File: config.mk
export PLATFORM = sky130hd
export DESIGN_NAME = sprite_renderer
export DESIGN_NICKNAME = d
export VERILOG_FILES = /design/src/rtl/sprite_pkg.sv /design/src/rtl/sprite_table.sv /design/src/rtl/sprite_eval.sv /design/src/rtl/sprite_mux.sv /design/src/rtl/sprite_renderer.sv
export SDC_FILE = /design/constraint.sdc
export NUM_CORES = 2
export LEC_CHECK = 0
export BUFFER_PORTS_ARGS = -buffer_cell sky130_fd_sc_hd__buf_2
export CAP_MARGIN = 10
export CORE_MARGIN = 5
export CORE_UTILIZATION = 55
export DETAILED_ROUTE_END_ITERATION = 8
export PLACE_DENSITY = 0.76
export SETUP_SLACK_MARGIN = 0.15
export SKIP_CTS_REPAIR_TIMING = 1
export SLEW_MARGIN = 20
export SYNTH_ARGS = -nofsm -noshare
export SYNTH_HDL_FRONTEND = slang
export SYNTH_SLANG_ARGS = --single-unit
File: constraint.sdc
create_clock -name clk -period 7.2 [get_ports clk]
set_input_delay 1.08 -clock clk [delete_from_list [all_inputs] [get_ports clk]]
set_output_delay 1.08 -clock clk [all_outputs]
set_load 0.02 [all_outputs]
File: src/rtl/sprite_pkg.sv
package sprite_pkg;

    typedef enum logic [1:0] {
        EV_IDLE  = 2'd0,
        EV_SCAN  = 2'd1,
        EV_FETCH = 2'd2
    } ev_state_t;

    // One table record as read out in a single cycle
    typedef struct packed {
        logic [7:0] y;
        logic [7:0] tile;
        logic [7:0] attr;
        logic [7:0] x;
    } spr_rec_t;

    // Everything the pixel stage needs about one selected sprite
    typedef struct packed {
        logic [7:0] x;
        logic [1:0] pal;
        logic       behind;
        logic [7:0] lo;
        logic [7:0] hi;
    } slot_t;

    localparam int ATTR_VFLIP  = 7;
    localparam int ATTR_HFLIP  = 6;
    localparam int ATTR_BEHIND = 5;

    function automatic logic [7:0] rev8(input logic [7:0] v);
        logic [7:0] r;
        for (int i = 0; i < 8; i++) r[i] = v[7-i];
        return r;
    endfunction

endpackage

File: src/rtl/sprite_table.sv
module sprite_table #(
    parameter int NUM_SPR = 64
) (
    input  logic                         clk,
    input  logic                         we,
    input  logic [$clog2(NUM_SPR*4)-1:0] waddr,
    input  logic [7:0]                   wdata,
    input  logic [$clog2(NUM_SPR)-1:0]   rd_idx,
    output sprite_pkg::spr_rec_t         rd_rec
);
    localparam int BYTES = NUM_SPR * 4;

    logic [7:0] mem_q [BYTES];

    always_ff @(posedge clk) begin
        if (we) mem_q[waddr] <= wdata;
    end

    // Field order inside a record: Y, tile, attribute, X
    always_comb begin
        rd_rec.y    = mem_q[{rd_idx, 2'd0}];
        rd_rec.tile = mem_q[{rd_idx, 2'd1}];
        rd_rec.attr = mem_q[{rd_idx, 2'd2}];
        rd_rec.x    = mem_q[{rd_idx, 2'd3}];
    end

endmodule

File: src/rtl/sprite_eval.sv
module sprite_eval
    import sprite_pkg::*;
#(
    parameter int NUM_SPR = 64,
    parameter int SLOTS   = 8
) (
    input  logic                         clk,
    input  logic                         rst_n,
    input  logic                         line_start,
    input  logic [7:0]                   line_y,
    input  spr_rec_t                     rec,
    input  logic [7:0]                   pat_rdata,
    output logic [$clog2(NUM_SPR)-1:0]   rd_idx,
    output logic [11:0]                  pat_addr,
    output logic                         swap,
    output slot_t [SLOTS-1:0]            new_slots,
    output logic [$clog2(SLOTS+1)-1:0]   new_cnt
);
    localparam int IW = $clog2(NUM_SPR);
    localparam int SW = $clog2(SLOTS);
    localparam int CW = $clog2(SLOTS+1);
    localparam logic [IW-1:0] LAST_IDX = IW'(NUM_SPR - 1);

    typedef struct packed {
        ev_state_t                st;
        logic [7:0]               line;
        logic [IW-1:0]            idx;
        logic [CW-1:0]            cnt;
        logic [SW-1:0]            fslot;
        logic [1:0]               ph;
        logic                     swap;
        slot_t [SLOTS-1:0]        slots;
        logic [SLOTS-1:0][7:0]    tile;
        logic [SLOTS-1:0][2:0]    row;
        logic [SLOTS-1:0]         hflip;
    } ev_t;

    ev_t q, d;

    logic [8:0] dy;
    logic       covers;
    logic [7:0] cap;

    assign dy     = {1'b0, q.line} - {1'b0, rec.y};
    assign covers = (dy < 9'd8);
    assign cap    = q.hflip[q.fslot] ? rev8(pat_rdata) : pat_rdata;

    always_comb begin
        d      = q;
        d.swap = 1'b0;
        case (q.st)
            EV_SCAN: begin
                if (covers && (q.cnt < CW'(SLOTS))) begin
                    d.slots[q.cnt[SW-1:0]].x      = rec.x;
                    d.slots[q.cnt[SW-1:0]].pal    = rec.attr[1:0];
                    d.slots[q.cnt[SW-1:0]].behind = rec.attr[ATTR_BEHIND];
                    d.slots[q.cnt[SW-1:0]].lo     = 8'h00;
                    d.slots[q.cnt[SW-1:0]].hi     = 8'h00;
                    d.tile[q.cnt[SW-1:0]]         = rec.tile;
                    d.row[q.cnt[SW-1:0]]          = dy[2:0] ^ {3{rec.attr[ATTR_VFLIP]}};
                    d.hflip[q.cnt[SW-1:0]]        = rec.attr[ATTR_HFLIP];
                    d.cnt                         = q.cnt + CW'(1);
                end
                d.idx = q.idx + IW'(1);
                if (q.idx == LAST_IDX) begin
                    d.fslot = '0;
                    d.ph    = 2'd0;
                    if (d.cnt == '0) begin
                        d.st   = EV_IDLE;
                        d.swap = 1'b1;
                    end else begin
                        d.st = EV_FETCH;
                    end
                end
            end
            EV_FETCH: begin
                case (q.ph)
                    2'd0: d.ph = 2'd1;
                    2'd1: begin
                        d.slots[q.fslot].lo = cap;
                        d.ph = 2'd2;
                    end
                    default: begin
                        d.slots[q.fslot].hi = cap;
                        d.ph = 2'd0;
                        if ((CW'(q.fslot) + CW'(1)) == q.cnt) begin
                            d.st   = EV_IDLE;
                            d.swap = 1'b1;
                        end else begin
                            d.fslot = q.fslot + SW'(1);
                        end
                    end
                endcase
            end
            default: ;
        endcase
        if (line_start) begin
            d.st   = EV_SCAN;
            d.idx  = '0;
            d.cnt  = '0;
            d.line = line_y;
            d.swap = 1'b0;
        end
    end

    always_ff @(posedge clk) begin
        if (!rst_n) q <= '0;
        else        q <= d;
    end

    assign rd_idx    = q.idx;
    assign pat_addr  = {q.tile[q.fslot], (q.ph != 2'd0), q.row[q.fslot]};
    assign swap      = q.swap;
    assign new_slots = q.slots;
    assign new_cnt   = q.cnt;

    assert_cnt_cap_R3: assert property (@(posedge clk) disable iff (!rst_n)
        q.cnt <= CW'(SLOTS));

    assert_restart_R12: assert property (@(posedge clk) disable iff (!rst_n)
        line_start |=> (q.st == EV_SCAN && q.idx == '0 && q.cnt == '0));

    assert_swap_pulse_R11: assert property (@(posedge clk) disable iff (!rst_n)
        q.swap |=> !q.swap);

    assert_plane_order_R5: assert property (@(posedge clk) disable iff (!rst_n)
        (q.st == EV_FETCH && q.ph == 2'd1) |->
            (pat_addr[3] && !$past(pat_addr[3]) &&
             $past(pat_addr[11:4]) == pat_addr[11:4]));

endmodule

File: src/rtl/sprite_mux.sv
module sprite_mux
    import sprite_pkg::*;
#(
    parameter int SLOTS = 8
) (
    input  logic                       clk,
    input  logic                       rst_n,
    input  logic                       load,
    input  slot_t [SLOTS-1:0]          new_slots,
    input  logic [$clog2(SLOTS+1)-1:0] new_cnt,
    input  logic [7:0]                 pix_x,
    output logic [4:0]                 color,
    output logic                       opaque,
    output logic                       behind
);
    localparam int CW = $clog2(SLOTS+1);

    typedef struct packed {
        slot_t [SLOTS-1:0] act;
        logic [SLOTS-1:0]  valid;
        logic [4:0]        color;
        logic              opaque;
        logic              behind;
    } mx_t;

    mx_t q, d;

    logic [SLOTS-1:0][1:0] pix2;
    logic [SLOTS-1:0]      opq;

    for (genvar k = 0; k < SLOTS; k++) begin : g_slot
        logic [8:0] dx;
        logic [2:0] col;
        assign dx      = {1'b0, pix_x} - {1'b0, q.act[k].x};
        assign col     = 3'd7 - dx[2:0];
        assign pix2[k] = {q.act[k].hi[col], q.act[k].lo[col]};
        assign opq[k]  = q.valid[k] && (dx < 9'd8) && (pix2[k] != 2'b00);
    end

    always_comb begin
        d = q;
        if (load) begin
            d.act = new_slots;
            for (int k = 0; k < SLOTS; k++) d.valid[k] = (CW'(k) < new_cnt);
        end
        d.color  = 5'd0;
        d.opaque = 1'b0;
        d.behind = 1'b0;
        // Walk from the back so the lowest slot is applied last and wins
        for (int k = SLOTS - 1; k >= 0; k--) begin
            if (opq[k]) begin
                d.color  = {1'b1, q.act[k].pal, pix2[k]};
                d.opaque = 1'b1;
                d.behind = q.act[k].behind;
            end
        end
    end

    always_ff @(posedge clk) begin
        if (!rst_n) q <= '0;
        else        q <= d;
    end

    assign color  = q.color;
    assign opaque = q.opaque;
    assign behind = q.behind;

    assert_blank_when_clear_R11: assert property (@(posedge clk) disable iff (!rst_n)
        (q.valid == '0) |=> !q.opaque);

    assert_transparent_zero_R8: assert property (@(posedge clk) disable iff (!rst_n)
        !q.opaque |-> (q.color == 5'd0 && !q.behind));

    assert_color_tag_R9: assert property (@(posedge clk) disable iff (!rst_n)
        q.opaque |-> (q.color[4] && q.color[1:0] != 2'b00));

endmodule

File: src/rtl/sprite_renderer.sv
module sprite_renderer
    import sprite_pkg::*;
#(
    parameter int NUM_SPR = 64,
    parameter int SLOTS   = 8
) (
    input  logic                         clk,
    input  logic                         rst_n,
    input  logic                         oam_we,
    input  logic [$clog2(NUM_SPR*4)-1:0] oam_addr,
    input  logic [7:0]                   oam_wdata,
    input  logic                         line_start,
    input  logic [7:0]                   line_y,
    input  logic [7:0]                   pix_x,
    output logic [11:0]                  pat_addr,
    input  logic [7:0]                   pat_rdata,
    output logic [4:0]                   spr_color,
    output logic                         spr_opaque,
    output logic                         spr_behind
);
    localparam int IW = $clog2(NUM_SPR);
    localparam int CW = $clog2(SLOTS+1);

    logic [IW-1:0]     rd_idx;
    spr_rec_t          rec;
    logic              swap;
    slot_t [SLOTS-1:0] new_slots;
    logic [CW-1:0]     new_cnt;

    sprite_table #(.NUM_SPR(NUM_SPR)) u_table (
        .clk    (clk),
        .we     (oam_we),
        .waddr  (oam_addr),
        .wdata  (oam_wdata),
        .rd_idx (rd_idx),
        .rd_rec (rec)
    );

    sprite_eval #(.NUM_SPR(NUM_SPR), .SLOTS(SLOTS)) u_eval (
        .clk        (clk),
        .rst_n      (rst_n),
        .line_start (line_start),
        .line_y     (line_y),
        .rec        (rec),
        .pat_rdata  (pat_rdata),
        .rd_idx     (rd_idx),
        .pat_addr   (pat_addr),
        .swap       (swap),
        .new_slots  (new_slots),
        .new_cnt    (new_cnt)
    );

    sprite_mux #(.SLOTS(SLOTS)) u_mux (
        .clk       (clk),
        .rst_n     (rst_n),
        .load      (swap),
        .new_slots (new_slots),
        .new_cnt   (new_cnt),
        .pix_x     (pix_x),
        .color     (spr_color),
        .opaque    (spr_opaque),
        .behind    (spr_behind)
    );

    assert_quiet_after_reset_R11: assert property (@(posedge clk) disable iff (!rst_n)
        $rose(rst_n) |-> !spr_opaque);

endmodule

==> results.md <==
- Status: finished, final reports clean
- Count of pins over their slew limit: 0
- Asr flop ratio synth: 0%
- Setup Skew: 64.8 ps
- Vias in the first global route: 53400
- NetSw: 5950 uW
- CTS clock-pin slew for the worst setup and hold paths: 70 ps
- CTS Buf Count: 229
- Worst Tran Pin Value: 1210 ps
- Die area: 184000 um^2
- Number of antenna violations at the first check in global routing: 7
- Synth Register Bits: 2430
- DP HPWL: 142000 um
- GRT overflow: 0
- Worst VDD drop: 0.260 mV
- Routed WL per cell: 29.1 um
- Drt pass-1 iters: 6
- Final Net Count: 5720
- Clock Tree Root: clkbuf_16
- Pleak: 0.0327 uW
- Post-route ant nets: 0
- # DRC: 0
- Power Internal: 22200 uW
- Highest clock rate: 163 MHz
- Gr usage total: 25.5%
- Top_reg_cell synth: edfxtp_1
- CP required: 7990 ps
- Relative slew slack: 19.1%
- Period utilization: 85.3%
- Critical-path maximum fanout: 128
- Min-delay worst type: flip-flop to flip-flop
- Crit start category: flip-flop
- Logic pwr share: 3.4%
- Tmin final: 6140 ps
- EDFF count, synth: 1856
- I/O Pins: 63
- Cells after DPL: 7695
- Die span in x: 429 um
- Synthesis Warnings: 0
- CTS tree: yes
- Via count: 52800
- Critical path class: flip-flop to flip-flop
- Routed WL: 237000 um
- Final Worst Setup Slack: 1060 ps
- Setup TNS: 0 ps
- Setup WS pre-CTS: 1140 ps
- IO buf count: 62
- Reg-to-reg setup timing slack: 1060 ps
- Clock power share: 43.0%
- Cells after synthesis: 5544
- Initial Utilization: 55.1%
- Final instance area: 107000 um^2
- Worst path arrival time: 6940 ps
- Final setup vio count: 0
- Post-Syn Area: 96700 um^2
- Seq/Total Area, Yosys: 69.5%
- Max_cap viols: 0
- Sw Ratio: 21.1%
- Max clock buf depth: 3
- PwrDens: 263 nW/um^2
- RePlAce Congestion: 0.841
- Row cnt: 154
- Sink Count: 2430
- Share of layout cells above drive strength 1: 20.8%
- Vias per inst: 6.50
- Crit. End Element: flip-flop
- Global-route wire length before repair: 352000 um
- Skew-Pair Late Insertion Delay: 870 ps
- DP Area: 99400 um^2
- Placeable core area: 176000 um^2
- Area Growth Syn to Fin: 10.7%
- Synth Area per Inst: 17.4 um^2
- Die Y: 429 um
- Post-Layout Cell Count: 8124
- Fillers: 12000
- Synth cell types: 79
- Syn Nets: 5676
- # H-tree levels: 4
- RSZ-0062 raised after global routing: false
- Fin. Hold Viols: 0
- Sequential share of power: 53.6%
- Maximum number of pins on one net before global-route repair: 161
- Iteration-0 DRC Markers: 6307
- Power after layout: 28200 uW
worst max-delay path, stage by stage (launching register included):
cell and delay [ps]:
dfxtp_4 660, buf_12 320, buf_4 280, mux4_2 550, mux4_2 570, mux4_2 540, inv_1 130, ha_1 200
nor2_1 60, nor2_1 80, o31a_1 210, nor3_1 70, a2111oi_2 530, o211a_4 580, nor2_1 140, nor4b_4 290
buf_12 440, a32o_1 260
synth_stat cells (all sizes together), types with 21 or more instances:
master,n,area (um^2)
clkbuf,193,724
nand4,25,156
buf,141,698
nor3,21,105
mux2,37,417
o2bb2ai,88,771
a32o,130,1300
inv,109,409
dfxtp,574,11500
nor2,582,2180
nand2,218,818
o21ai,86,464
mux2i,261,2610
nand3,71,360
nor2b,24,150
xor2,22,200
ha,79,988
a21oi,143,727
a211oi,22,170
mux4,633,14300
edfxtp,1856,55700
path summary, 6_finish.rpt:
path,depth (start not counted),end
min,2,flip-flop
max reg2reg,17,u_eval.new_slots[11]
min reg2reg,2,flip-flop
max,17,u_eval.new_slots[11]
layout make-up:
cell class	instances	area (um^2)	share of cell area, %
Clock inverter	144	1490	1.39
Sequential cell	2430	67200	62.8
Tap cell	2340	2930	2.74
Multi-Input combinational cell	2671	27700	25.9
Inverter	109	417	0.389
Antenna cell	2	5.00	0.00468
Timing Repair Buffer	147	1150	1.08
Clock buffer	281	6110	5.71
metal layers:
metal / part of all wire, % / vias up / track usage, % / wire (um)
met1: 37 / 27100 / 34.4 / 88600
li1: - / 22200 / - / -
met2: 49 / 2975 / 41.7 / 117000
met5: 0.013 / - / 0 / 31
met3: 9.4 / 501 / 5.14 / 22200
met4: 3.9 / 4 / 9.18 / 9180
stage by stage:
| stage | util (%) | hold slack [ps] |
|---|---|---|
| after floorplan | - | 428 |
| after global placement | 56.6 | 437 |
| after detailed placement | 56.6 | 442 |
| after CTS | 60.9 | 409 |
| after global routing | 61.0 | 454 |
| final | 61.0 | 451 |
power by group through the flow:
stage | clock network [uW] | logic, uW | registers [uW]
finish | 12100 | 956 | 15100
global route | 12900 | 1020 | 15100
CTS | 12200 | 952 | 15100
detailed placement | 0 | 944 | 15400
global placement | 0 | 914 | 15400
floorplan | 0 | 535 | 15400
layout by cell type, fill, tap and decap left out, types with 22 or more instances in the layout:
cell          n
inv_1       108
bufinv_16    22
buf_2        54
nand2_1     216
nand3_1      69
a32o_1      130
edfxtp_1   1856
nor2b_1      24
o2bb2ai_1    88
mux2i_1     261
dfxtp_1     567
clkbuf_1     34
clkbuf_16   230
a21oi_1     142
o21ai_0      58
mux2_2       37
mux4_2      633
nor2_1      582
clkinv_2     39
clkinv_1     49
buf_4        74
ha_1         79
nand4_1      25
flip-flops by register name, indices dropped and copies added, names as in the netlist, named ones only:
register,flops
u_table.mem_q,1856
u_mux.q,224
u_eval.new_slots,216
u_eval.q,15
u_eval.rd_idx,6
u_eval.new_cnt,4
u_mux.color,4
u_eval.swap,1
u_mux.behind,1
u_mux.opaque,1
cells by family (layout without fill, tap and decap cells):
kind of cell	Yosys count	count (layout)	share of synthesized area, %
buffers and inverters	443	681	1.89
and+or+nand+nor	1015	1015	4.44
adders and majority gates	88	88	1.21
AOI/OAI and AO/OA	604	604	4.77
DFF	2430	2430	69.5
other	0	2	0
muxes	931	931	17.9
xor gates and xnor gates	33	33	0.307
(Power assumes the default switching activity.)
